**config.mk**
```make
export PLATFORM = sky130hd
export DESIGN_NAME = hs2to4_conv
export DESIGN_NICKNAME = d
export VERILOG_FILES = /design/src/rtl/hs_conv_pkg.sv /design/src/rtl/hs_edge_det.sv /design/src/rtl/hs_conv_fsm.sv /design/src/rtl/hs2to4_conv.sv
export SDC_FILE = /design/constraint.sdc
export NUM_CORES = 1
export LEC_CHECK = 0
export BUFFER_PORTS_ARGS = -buffer_cell sky130_fd_sc_hd__buf_2
export CAP_MARGIN = 20
export CORE_AREA = 3 3 40 42
export DETAILED_ROUTE_END_ITERATION = 8
export DIE_AREA = 0 0 43 45
export GPL_TIMING_DRIVEN = 0
export PLACE_DENSITY_LB_ADDON = 0.2
export SLEW_MARGIN = 10
export SYNTH_ARGS = -nofsm -noshare
export SYNTH_HDL_FRONTEND = slang
export SYNTH_SLANG_ARGS = --single-unit
```
**constraint.sdc**
```tcl
create_clock -name clk -period 1.95 [get_ports clk]
set_clock_uncertainty 0.2 [all_clocks]
set_input_delay 0.0975 -clock clk [delete_from_list [all_inputs] [get_ports clk]]
set_output_delay 0.0975 -clock clk [all_outputs]
set_load 0.05 [all_outputs]
```
**src/rtl/hs_conv_pkg.sv**
```systemverilog
// Package: shared state encoding for the two-to-four-phase converter.
// Assumes nothing beyond a single clock domain.
package hs_conv_pkg;

    localparam int unsigned CONV_STATE_W = 2;

    // Phase of one conversion, in the order the events must occur.
    typedef enum logic [CONV_STATE_W-1:0] {
        CONV_IDLE      = 2'd0,   // waiting for a passive request
        CONV_WAIT_RISE = 2'd1,   // active request high, waiting for first ack change
        CONV_WAIT_FALL = 2'd2,   // active request low, waiting for second ack change
        CONV_ACK       = 2'd3    // issuing the passive acknowledge
    } conv_state_e;

endpackage

```
**src/rtl/hs_edge_det.sv**
```systemverilog
// Module: hs_edge_det
// Flags a level change on each bit of a synchronous input vector by comparing
// it with the value registered on the previous clock edge.
// Assumes inputs are already synchronous to clk; the registered copy resets
// to RESET_VAL, so an input that differs from it at reset release counts as
// an event in the first cycle.
module hs_edge_det #(
    parameter int unsigned      WIDTH     = 2,
    parameter logic [WIDTH-1:0] RESET_VAL = '0
) (
    input  logic             clk,
    input  logic             rst_n,
    input  logic [WIDTH-1:0] sig_i,
    output logic [WIDTH-1:0] evt_o
);

    logic [WIDTH-1:0] prev_q;

    // Hold last cycle's level of every input bit.
    always_ff @(posedge clk) begin
        if (!rst_n) prev_q <= RESET_VAL;
        else        prev_q <= sig_i;
    end

    // One event flag per bit: current level differs from the held level.
    genvar gi;
    generate
        for (gi = 0; gi < WIDTH; gi++) begin : g_bit
            assign evt_o[gi] = sig_i[gi] ^ prev_q[gi];
        end
    endgenerate

endmodule

```
**src/rtl/hs_conv_fsm.sv**
```systemverilog
// Module: hs_conv_fsm
// Orders the events of one conversion: passive request -> raise active
// request; first active ack -> drop active request; second active ack ->
// invert passive acknowledge. Events the current state does not expect are
// discarded and set a sticky error flag.
// Assumes one-cycle event pulses from an edge detector.
module hs_conv_fsm
    import hs_conv_pkg::*;
(
    input  logic clk,
    input  logic rst_n,
    input  logic req_evt_i,
    input  logic ack_evt_i,
    output logic req4_o,
    output logic ack2_o,
    output logic err_o
);

    conv_state_e st_q, st_d;
    logic        req4_q, req4_d;
    logic        ack2_q, ack2_d;
    logic        err_q, err_set;

    // Next state, output toggles and error detection for the current event pair.
    always_comb begin
        st_d    = st_q;
        req4_d  = req4_q;
        ack2_d  = ack2_q;
        err_set = 1'b0;
        unique case (st_q)
            CONV_IDLE: begin
                if (req_evt_i && ack_evt_i) begin
                    err_set = 1'b1;
                end else if (req_evt_i) begin
                    st_d   = CONV_WAIT_RISE;
                    req4_d = ~req4_q;
                end else if (ack_evt_i) begin
                    err_set = 1'b1;
                end
            end
            CONV_WAIT_RISE: begin
                if (ack_evt_i) begin
                    st_d   = CONV_WAIT_FALL;
                    req4_d = ~req4_q;
                end
                if (req_evt_i) err_set = 1'b1;
            end
            CONV_WAIT_FALL: begin
                if (ack_evt_i) st_d = CONV_ACK;
                if (req_evt_i) err_set = 1'b1;
            end
            CONV_ACK: begin
                st_d   = CONV_IDLE;
                ack2_d = ~ack2_q;
                if (req_evt_i || ack_evt_i) err_set = 1'b1;
            end
            default: st_d = CONV_IDLE;
        endcase
    end

    // State and output registers with synchronous reset.
    always_ff @(posedge clk) begin
        if (!rst_n) begin
            st_q   <= CONV_IDLE;
            req4_q <= 1'b0;
            ack2_q <= 1'b0;
            err_q  <= 1'b0;
        end else begin
            st_q   <= st_d;
            req4_q <= req4_d;
            ack2_q <= ack2_d;
            err_q  <= err_q | err_set;
        end
    end

    assign req4_o = req4_q;
    assign ack2_o = ack2_q;
    assign err_o  = err_q;

    AST_REQ_STARTS: assert property (@(posedge clk) disable iff (!rst_n)
        (st_q == CONV_IDLE && req_evt_i && !ack_evt_i) |=> (req4_q && st_q == CONV_WAIT_RISE));
    AST_REQ_RETURNS: assert property (@(posedge clk) disable iff (!rst_n)
        (st_q == CONV_WAIT_RISE && ack_evt_i) |=> !req4_q);
    AST_ACK_TOGGLES: assert property (@(posedge clk) disable iff (!rst_n)
        (st_q == CONV_WAIT_FALL && ack_evt_i) |=> ##1 (ack2_q != $past(ack2_q)));
    AST_ACK_QUIET: assert property (@(posedge clk) disable iff (!rst_n)
        (st_q != CONV_ACK) |=> $stable(ack2_q));
    AST_BUSY_REQ_FLAG: assert property (@(posedge clk) disable iff (!rst_n)
        (st_q != CONV_IDLE && req_evt_i) |=> err_q);
    AST_IDLE_ACK_FLAG: assert property (@(posedge clk) disable iff (!rst_n)
        (st_q == CONV_IDLE && ack_evt_i) |=> (err_q && $stable(req4_q)));
    AST_ERR_STICKY: assert property (@(posedge clk) disable iff (!rst_n)
        err_q |=> err_q);

endmodule

```
**src/rtl/hs2to4_conv.sv**
```systemverilog
// Module: hs2to4_conv (top)
// Bridges a passive transition-signalled handshake to an active
// return-to-zero handshake: each passive request yields one full four-phase
// exchange, then one passive acknowledge.
// Assumes req2_i and ack4_i are synchronous to clk.
module hs2to4_conv
    import hs_conv_pkg::*;
(
    input  logic clk,
    input  logic rst_n,
    input  logic req2_i,
    output logic ack2_o,
    output logic req4_o,
    input  logic ack4_i,
    output logic proto_err_o
);

    localparam int unsigned N_IN   = 2;
    localparam int unsigned IDX_RQ = 0;
    localparam int unsigned IDX_AK = 1;

    logic [N_IN-1:0] in_lvl;
    logic [N_IN-1:0] in_evt;

    assign in_lvl[IDX_RQ] = req2_i;
    assign in_lvl[IDX_AK] = ack4_i;

    hs_edge_det #(
        .WIDTH     (N_IN),
        .RESET_VAL ('0)
    ) edge_i (
        .clk   (clk),
        .rst_n (rst_n),
        .sig_i (in_lvl),
        .evt_o (in_evt)
    );

    hs_conv_fsm fsm_i (
        .clk       (clk),
        .rst_n     (rst_n),
        .req_evt_i (in_evt[IDX_RQ]),
        .ack_evt_i (in_evt[IDX_AK]),
        .req4_o    (req4_o),
        .ack2_o    (ack2_o),
        .err_o     (proto_err_o)
    );

    AST_RESET_QUIET: assert property (@(posedge clk)
        !rst_n |=> (!req4_o && !ack2_o && !proto_err_o));

endmodule

```
# ---- Word-level counts from Yosys, hierarchy flattened
# Index checks and enable logic that the tools add are counted.
dict set report totals {
  reg_bits 7
  latchBits 0
  ramBits 0
  romBits 0
  n_memories 0
}
dict set report op_classes {
  n_addsub 0
  n_mul 0
  div_mod_pow 0
  n_lt_le_gt_ge 0
  eq_ne 7
  shifts 0
  muxes 15
  bitwise 5
  reduce_logical 7
}
# op n
set op_table {}
lappend op_table {{1-bit 2-to-1 mux} 8}
lappend op_table {{2-bit 2-to-1 mux} 4}
lappend op_table {{2-bit one-hot mux with 4 select lines} 1}
lappend op_table {{4-bit AND reduction} 2}
lappend op_table {{2-bit by 1-bit inequality test with 1-bit output (second input constant)} 3}
lappend op_table {{2-bit == test (second input constant)} 2}
lappend op_table {{1-bit one-hot mux with 3 select lines} 1}
lappend op_table {{2-bit by 1-bit == test with 1-bit output (second input constant)} 1}
lappend op_table {{2-bit logical NOT} 1}
lappend op_table {{2-bit inequality test (second input constant)} 1}
lappend op_table {{1-bit inverter} 2}
lappend op_table {{1-bit one-hot mux with 2 select lines} 1}
lappend op_table {{2-bit nonzero test} 1}
lappend op_table {{2-bit OR reduction} 1}
lappend op_table {{1-bit bitwise XOR} 2}
lappend op_table {{1-bit logical AND} 1}
lappend op_table {{1-bit logical OR} 1}
lappend op_table {{1-bit OR} 1}

# ---- Depth between registers and ports, before layout
# Gate-level depths: netlist of the first run.
dict set report depth {
  word_depth 6
  mapped_depth 5
}

# ---- By module
# From an unflattened synthesis of the first run, not the netlist that was laid out.
dict set report unflattened {
  hier_cells 40
  hier_area_um2 392.9
}
# mod instances cells_per_inst area_each_um2
set modules_own_cells {}
lappend modules_own_cells {hs_conv_fsm 1 34 321.6}
lappend modules_own_cells {hs_edge_det 1 6 71.3}

# ---- Least setup slack after synthesis of the first run
# OpenSTA, ideal clock, no wires.
dict set report synth_timing {
  path_type {reg-to-reg}
  startpoint {register fsm_i.st_q[0]}
  endpoint {register fsm_i.st_q[1]}
  setup_ns 0.116
  arrival_time_ns 1.124
  t_required_ns 1.634
  setup_slack_ns 0.509
  path_stages_with_launch 6
  n_path_buf 0
  period_less_slack_ns 1.441
  path_cell_list {dfxtp_1 inv_1 ha_1 o21ai_2 a211oi_1 a41o_1}
}
dict set report synth_via {
  elab_chain_len 3
}
# item line_no
set synth_rtl {}
lappend synth_rtl {{start: declaration} hs_conv_fsm.sv:19} ;# conv_state_e st_q, st_d;
lappend synth_rtl {{start signal: assignment} hs_conv_fsm.sv:69} ;# st_q <= st_d;
lappend synth_rtl {{2-bit == test, or another cell as far along} hs_conv_fsm.sv:30} ;# unique case (st_q)
lappend synth_rtl {{2-bit by 1-bit inequality test with 1-bit output (no line) / 2-bit inequality test (equally long branches)} --}
lappend synth_rtl {{4-bit AND reduction (no line)} --}
# Parallel ways exist; a longest one is shown, timed or not.
# A chain may end at the register's enable or synchronous reset.

# ---- Worst setup path after layout of the first run
dict set report layout_timing {
  startpoint {input port req2_i}
  endpoint {register fsm_i.st_q[1]}
}
dict set report layout_via {
  elab_chain_len 4
}
# item line_no
set layout_rtl {}
lappend layout_rtl {{start: declaration} hs2to4_conv.sv:11} ;# input logic req2_i,
lappend layout_rtl {{1-bit bitwise XOR *} hs_edge_det.sv:29} ;# assign evt_o[gi] = sig_i[gi] ^ prev_q[gi];
lappend layout_rtl {{1-bit logical AND} hs_conv_fsm.sv:32} ;# if (req_evt_i && ack_evt_i) begin
lappend layout_rtl {{2-bit inequality test (no line)} --}
lappend layout_rtl {{4-bit AND reduction (no line) *} --}
# Every way passes the cells marked *; elsewhere a longest branch is shown, timed or not.

==> results of run 1 <==
metrics by stage:
step / hold WS (ns) / power (mW)
after floorplan: 0.0151 / 0.554
after global placement: 0.129 / 0.618
after detailed placement: 0.133 / 0.633
after CTS: 0.279 / 0.776
after global routing: 0.297 / 0.834
final: 0.271 / 0.767
worst max path at each step:
stage                   from             to  slack, ns  depth (start not counted)
5_1_grt               ack4_i  fsm_i.st_q[1]       0.29                          6
3_5_place_dp   fsm_i.st_q[0]  fsm_i.st_q[1]       0.39                          5
6_report              req2_i  fsm_i.st_q[1]       0.36                          6
4_1_cts        fsm_i.st_q[0]  fsm_i.st_q[1]       0.37                          5
2_1_floorplan  fsm_i.st_q[0]  fsm_i.st_q[1]       0.51                          5
3_3_place_gp   fsm_i.st_q[0]  fsm_i.st_q[1]       0.41                          5
state kept, by name, summed over array words and instances, names as in the netlist:
register,count
fsm_i.ack2_o,1
edge_i.prev_q,2
fsm_i.err_o,1
fsm_i.req4_o,1
fsm_i.st_q,2
area by class of cell:
type | instances | area [sq um]
fillers | 131 | 776
multi-input cells | 28 | 233
flip-flops and latches | 7 | 140
repair buffers | 11 | 80.1
clock buffers | 4 | 26.3
well taps | 15 | 18.8
inverters | 3 | 11.3
synth_stat cells:
library cell	n
dfxtp_1	7
xor2_1	1
o21a_1	1
ha_1	5
o21ai_2	1
a311oi_1	1
o211ai_1	1
nand2b_1	1
xnor2_1	3
o32ai_1	1
inv_1	3
mux2i_1	1
a21oi_2	1
a211oi_1	1
o21ai_4	1
nand2_1	2
nor2_1	4
a41o_1	1
and2_1	2
critical path, stage by stage:
cell and delay [ns]:
dlygate4sd3_1 0.53, buf_2 0.13, xnor2_1 0.32, o21ai_4 0.13, a211oi_1 0.23, a41o_1 0.14
report_power, final:
group          switching (mW)  internal, mW  leakage [nW]  total (mW)
Combinational           0.253         0.163         0.158       0.417
Clock                  0.0515        0.0780        0.0150       0.129
Sequential             0.0323         0.188        0.0579       0.221
routing by layer:
metal | vias to the layer above | global-route usage
li1 | 162 | -
met1 | 136 | 0.0815
met2 | 7 | 0.153
met3 | 4 | 0.0239
met4 | 0 | 0.108
met5 | - | 0
cells by family after synthesis:
logic type,count (synthesis),share of synthesized area
buffers and inverters,3,0.0293
and+or+nand+nor,9,0.107
muxes,1,0.0261
DFF,7,0.365
xor gates and xnor gates,4,0.0912
adders and majority gates,5,0.163
AOI/OAI and AO/OA,9,0.218
timing repair:
action                    4_1_cts  5_1_grt
buffers inserted                0        0
hold buffers                    5        0
hold endpoints to repair        6        0
layout by cell type, fill, tap and decap left out, drive strengths merged:
| master | Yosys | final |
|---|---|---|
| dfxtp | 7 | 7 |
| and2 | 2 | 2 |
| nor2 | 4 | 4 |
| nand2 | 2 | 2 |
| o32ai | 1 | 1 |
| ha | 5 | 5 |
| buf | 0 | 6 |
| clkbuf | 0 | 4 |
| o21a | 1 | 1 |
| xnor2 | 3 | 3 |
| xor2 | 1 | 1 |
| o21ai | 2 | 2 |
| nand2b | 1 | 1 |
| a21oi | 1 | 1 |
| a211oi | 1 | 1 |
| o211ai | 1 | 1 |
| inv | 3 | 3 |
| dlygate4sd3 | 0 | 5 |
| a311oi | 1 | 1 |
| a41o | 1 | 1 |
| mux2i | 1 | 1 |
==> results.toml, run 1 <==
[run_status]
outcome = "finished, final reports clean"

[routing]
wl_per_cell_microns = 10.5
met1_length_microns = 269
wl_met2_microns = 393
num_vias = 309
routed.top_layer = "met4"
wl_microns = 716
drtPass1Iterations = 2
wl_met3_microns = 29
vias_per_cell = 4.54
first_iter_violations = 2
drc = 0
postRouteAntennaNets = 0

[finish]
fin_cells = 68
final_core_util = 0.396
diodes = 0
syn2layout_area_growth_pct = 32.6
finalNetCount = 63
drive_above_1_share = 0.226
final_cell_area_sq_um = 509

[clock_tree]
cts_buffers = 3
cts_resized = 0
clk_pin_slew_worst_paths_ns = 0.05
cts_tree = "built"
htreeDepth = 1
insertion_delay_ns = 0.25
root_buffer = "clkbuf_4"
clock_sinks = 7
cts_buffer_depth = 2

[grt]
grt_start_max_net_pins = 8
grt_pass1_vias = 299
grt_pass1_wl_microns = 1210
grt_overflow = 0
grtUsageTotal = 0.0906
antenna_found_initial = 0

[floorplan]
coreArea_sq_um = 1280
die_x_microns = 43
std_cell_rows = 13
start_util = 0.299
dieArea_sq_um = 1940
fp.dieH_microns = 45
ios = 7

[sta]
setup_ws_ns = 0.364
slew_violations = 0
max_freq_mhz = 630
setup_viol = 0
fin_crit_ns = 1.59
rsz0062_at_grt = "no"
setup_tns_ns = 0
fin_crit_sh = 0.814
hold_violations = 0
relSlewSlack = 0.746
worst_slew_pin_slew_ns = 0.379

[logic_synthesis]
synth.yosys.warnings = 0
ys_top_cells_by_area = "dfxtp_1 36%, ha_1 16%, xnor2_1 6.8%"
synth_fp_nets = 47
synth.yosys.seq_area_share = 0.365
synth_area_per_cell_sq_um = 10.1
synth_cells = 38
yosysTopAreaCell = "dfxtp_1"
synth.top_cell.area_share = 0.365
synth_area_sq_um = 384
ys_ff_latch = 7
synth_cell_types = 19

[critical_path]
worstPathMaxFanout = 5
r2r-start = "fsm_i.st_q[0]"
worstPathArrival_ns = 1.57
end_kind = "flop"
cp.required_ns = 1.94
critPathKind = "in2reg"
timing.rr.end = "fsm_i.st_q[1]"
r2r_setup_slack_ns = 0.39
r2r_cells = 5
critPathLaunchType = "primary input"

[min_path]
hold_path_depth = 2
worstHoldPathType = "reg2reg"
min_from = "fsm_i.req4_o"
hold_path_end = "fsm_i.req4_o"

[placed_design]
port_buffers = 6
post_dp_cell_area_sq_um = 433
dp_slack_ns = 0.385
gp_congestion = 0.831
placed_cells = 59
dp_hpwl_microns = 573

[pwr]
power_leakage_nw = 0.231
ir_worst_vdd_mv = 0.867
power-per-cell-area_nw_per_um2 = 1510

[run]
drv_cap = 0
Power figures use the tool's default switching activity.
==> run 2, diff against run 1 <==
==> constraint.sdc (replaced) <==
create_clock -name clk -period 1.36 [get_ports clk]
set_clock_uncertainty 0.2 [all_clocks]
set_input_delay 0.068 -clock clk [delete_from_list [all_inputs] [get_ports clk]]
set_output_delay 0.068 -clock clk [all_outputs]
set_load 0.05 [all_outputs]
==> results.toml, run 2 (synthesized netlist as in run 1, its figures left out) <==
[finish]
final_cell_mix = "6 x buf_2, 5 x ha_4, 5 x dfxtp_1"
register_area_sq_um = 148
fin_cells = 69
finalNetCount = 64
reg_top3 = "edge_i.prev_q (2), fsm_i.st_q (2)"
diodes = 0
syn2layout_area_growth_pct = 69.1
multi_input_area_sq_um = 345
drive_above_1_share = 0.556
n_fill_cell = 108
final_common_cell = "buf_2"
final_cell_area_sq_um = 649

[routing]
postRouteAntennaNets = 0
vias_per_cell = 4.93
num_vias = 340
wl_microns = 947
wl_per_cell_microns = 13.7
drtPass1Iterations = 3
first_iter_violations = 3
drc = 0

[run]
drv_cap = 0

[min_path]
hold_path_end = "fsm_i.st_q[0]"
hold_path_depth = 4
worstHoldPathType = "in2reg"
min_from = "ack4_i"

[clock_tree]
insertion_delay_ns = 0.25
cts_tree = "built"
htreeDepth = 1
clk_pin_slew_worst_paths_ns = 0.05
cts_buffer_depth = 2
root_buffer = "clkbuf_4"
clock_sinks = 7
cts_buffers = 3

[grt]
grt_pass1_vias = 350
grt_overflow = 0
grt_start_max_net_pins = 8
grtUsageTotal = 0.105
grt_pass1_wl_microns = 1420
antenna_found_initial = 0

[critical_path]
timing.rr.end = "fsm_i.st_q[1]"
end_kind = "flop"
r2r_setup_slack_ns = -0.09
r2r-start = "fsm_i.st_q[1]"
worstPathMaxFanout = 3
r2r_cells = 5
cp.required_ns = 1.31
worstPathArrival_ns = 1.39
critPathKind = "reg2reg"
critPathLaunchType = "flop"

[floorplan]
std_cell_rows = 13
start_util = 0.299
die_x_microns = 43
fp.dieH_microns = 45
coreArea_sq_um = 1280
dieArea_sq_um = 1940
ios = 7

[placed_design]
port_buffers = 6
post_dp_cell_area_sq_um = 439
gp_congestion = 0.753
dp_slack_ns = -0.0962
placed_cells = 59

[sta]
max_freq_mhz = 691
fin_crit_ns = 1.45
slew_violations = 0
fin_crit_sh = 1.06
relSlewSlack = 0.795
rsz0062_at_grt = "yes"
worst_slew_pin_slew_ns = 0.306
setup_viol = 3
hold_violations = 0
setup_ws_ns = -0.0871
setup_tns_ns = -0.150

[run_status]
violations = "negative setup slack"
outcome = "complete, but fails checks"

[pwr]
ir_worst_vdd_mv = 1.25
p_sw_frac = 0.433
pwr-share-clk = 0.124
finalPower_mw = 1.56
power_leakage_nw = 0.259
p_switching_mw = 0.675
p_int_mw = 0.885
pwr-share-comb = 0.645
power_frac_seq = 0.231
power-per-cell-area_nw_per_um2 = 2400
## run 2: cell count changes in the layout (fill, tap and decap cells not counted), sizes merged
| cell | before | now |
|---|---|---|
| dlygate4sd3 | 5 | 3 |
| buf | 6 | 9 |
## run 2: metrics by stage
stage | hold slack, ns | utilization
2_1_floorplan | -0.0144 | -
5_1_grt | 0.133 | 0.505
4_1_cts | 0.0671 | 0.426
6_report | 0.0991 | 0.505
3_5_place_dp | 0.113 | 0.342
3_3_place_gp | 0.0985 | 0.342
## run 2: area by class of cell
type,instances,area share
multi-input cells,28,0.532
repair buffers,12,0.146
well taps,15,0.0289
flip-flops and latches,7,0.227
clock buffers,4,0.0405
inverters,3,0.0250
## run 2: power groups by stage
stage	combinational [mW]	sequential, mW	clock (mW)
floorplan	0.377	0.430	0
global placement	0.575	0.325	0
detailed placement	0.589	0.328	0
CTS	0.695	0.337	0.203
global route	1.09	0.370	0.210
finish	1.01	0.361	0.193
## run 2: critical path, cell delays in order, from the launching register on
cell and delay (ns):
dfxtp_4 0.36, buf_12 0.13, ha_4 0.16, o21ai_4 0.17, a211oi_2 0.11, a41o_1 0.21
## run 2: timing repair
| item | in CTS | in global routing |
|---|---|---|
| setup endpoints to repair | 4 | 4 |
| endpoints found under the hold margin | 7 | 0 |
| gates resized for setup | 8 | 15 |
| gates cloned | 0 | 0 |
| hold buffers | 3 | 0 |
| setup buffers | 2 | 1 |
| pin swaps | 3 | 9 |
## run 2: worst max path at each step
stage	from	endpoint	slack (ns)
after global routing	fsm_i.st_q[1]	fsm_i.st_q[1]	-0.11
after floorplan	fsm_i.st_q[1]	fsm_i.st_q[1]	0.004
final	fsm_i.st_q[1]	fsm_i.st_q[1]	-0.09
after detailed placement	fsm_i.st_q[0]	fsm_i.st_q[1]	-0.1
after CTS	fsm_i.st_q[1]	fsm_i.err_o	-0.04
after global placement	fsm_i.st_q[0]	fsm_i.err_o	-0.05
## run 2: metal layers
layer / share of wire / wire length, microns / GRT usage
met5: 0 / 0 / 0
met4: 0.083 / 79 / 0.0904
met3: 0.042 / 40 / 0.0359
met2: 0.51 / 481 / 0.183
met1: 0.37 / 346 / 0.0988
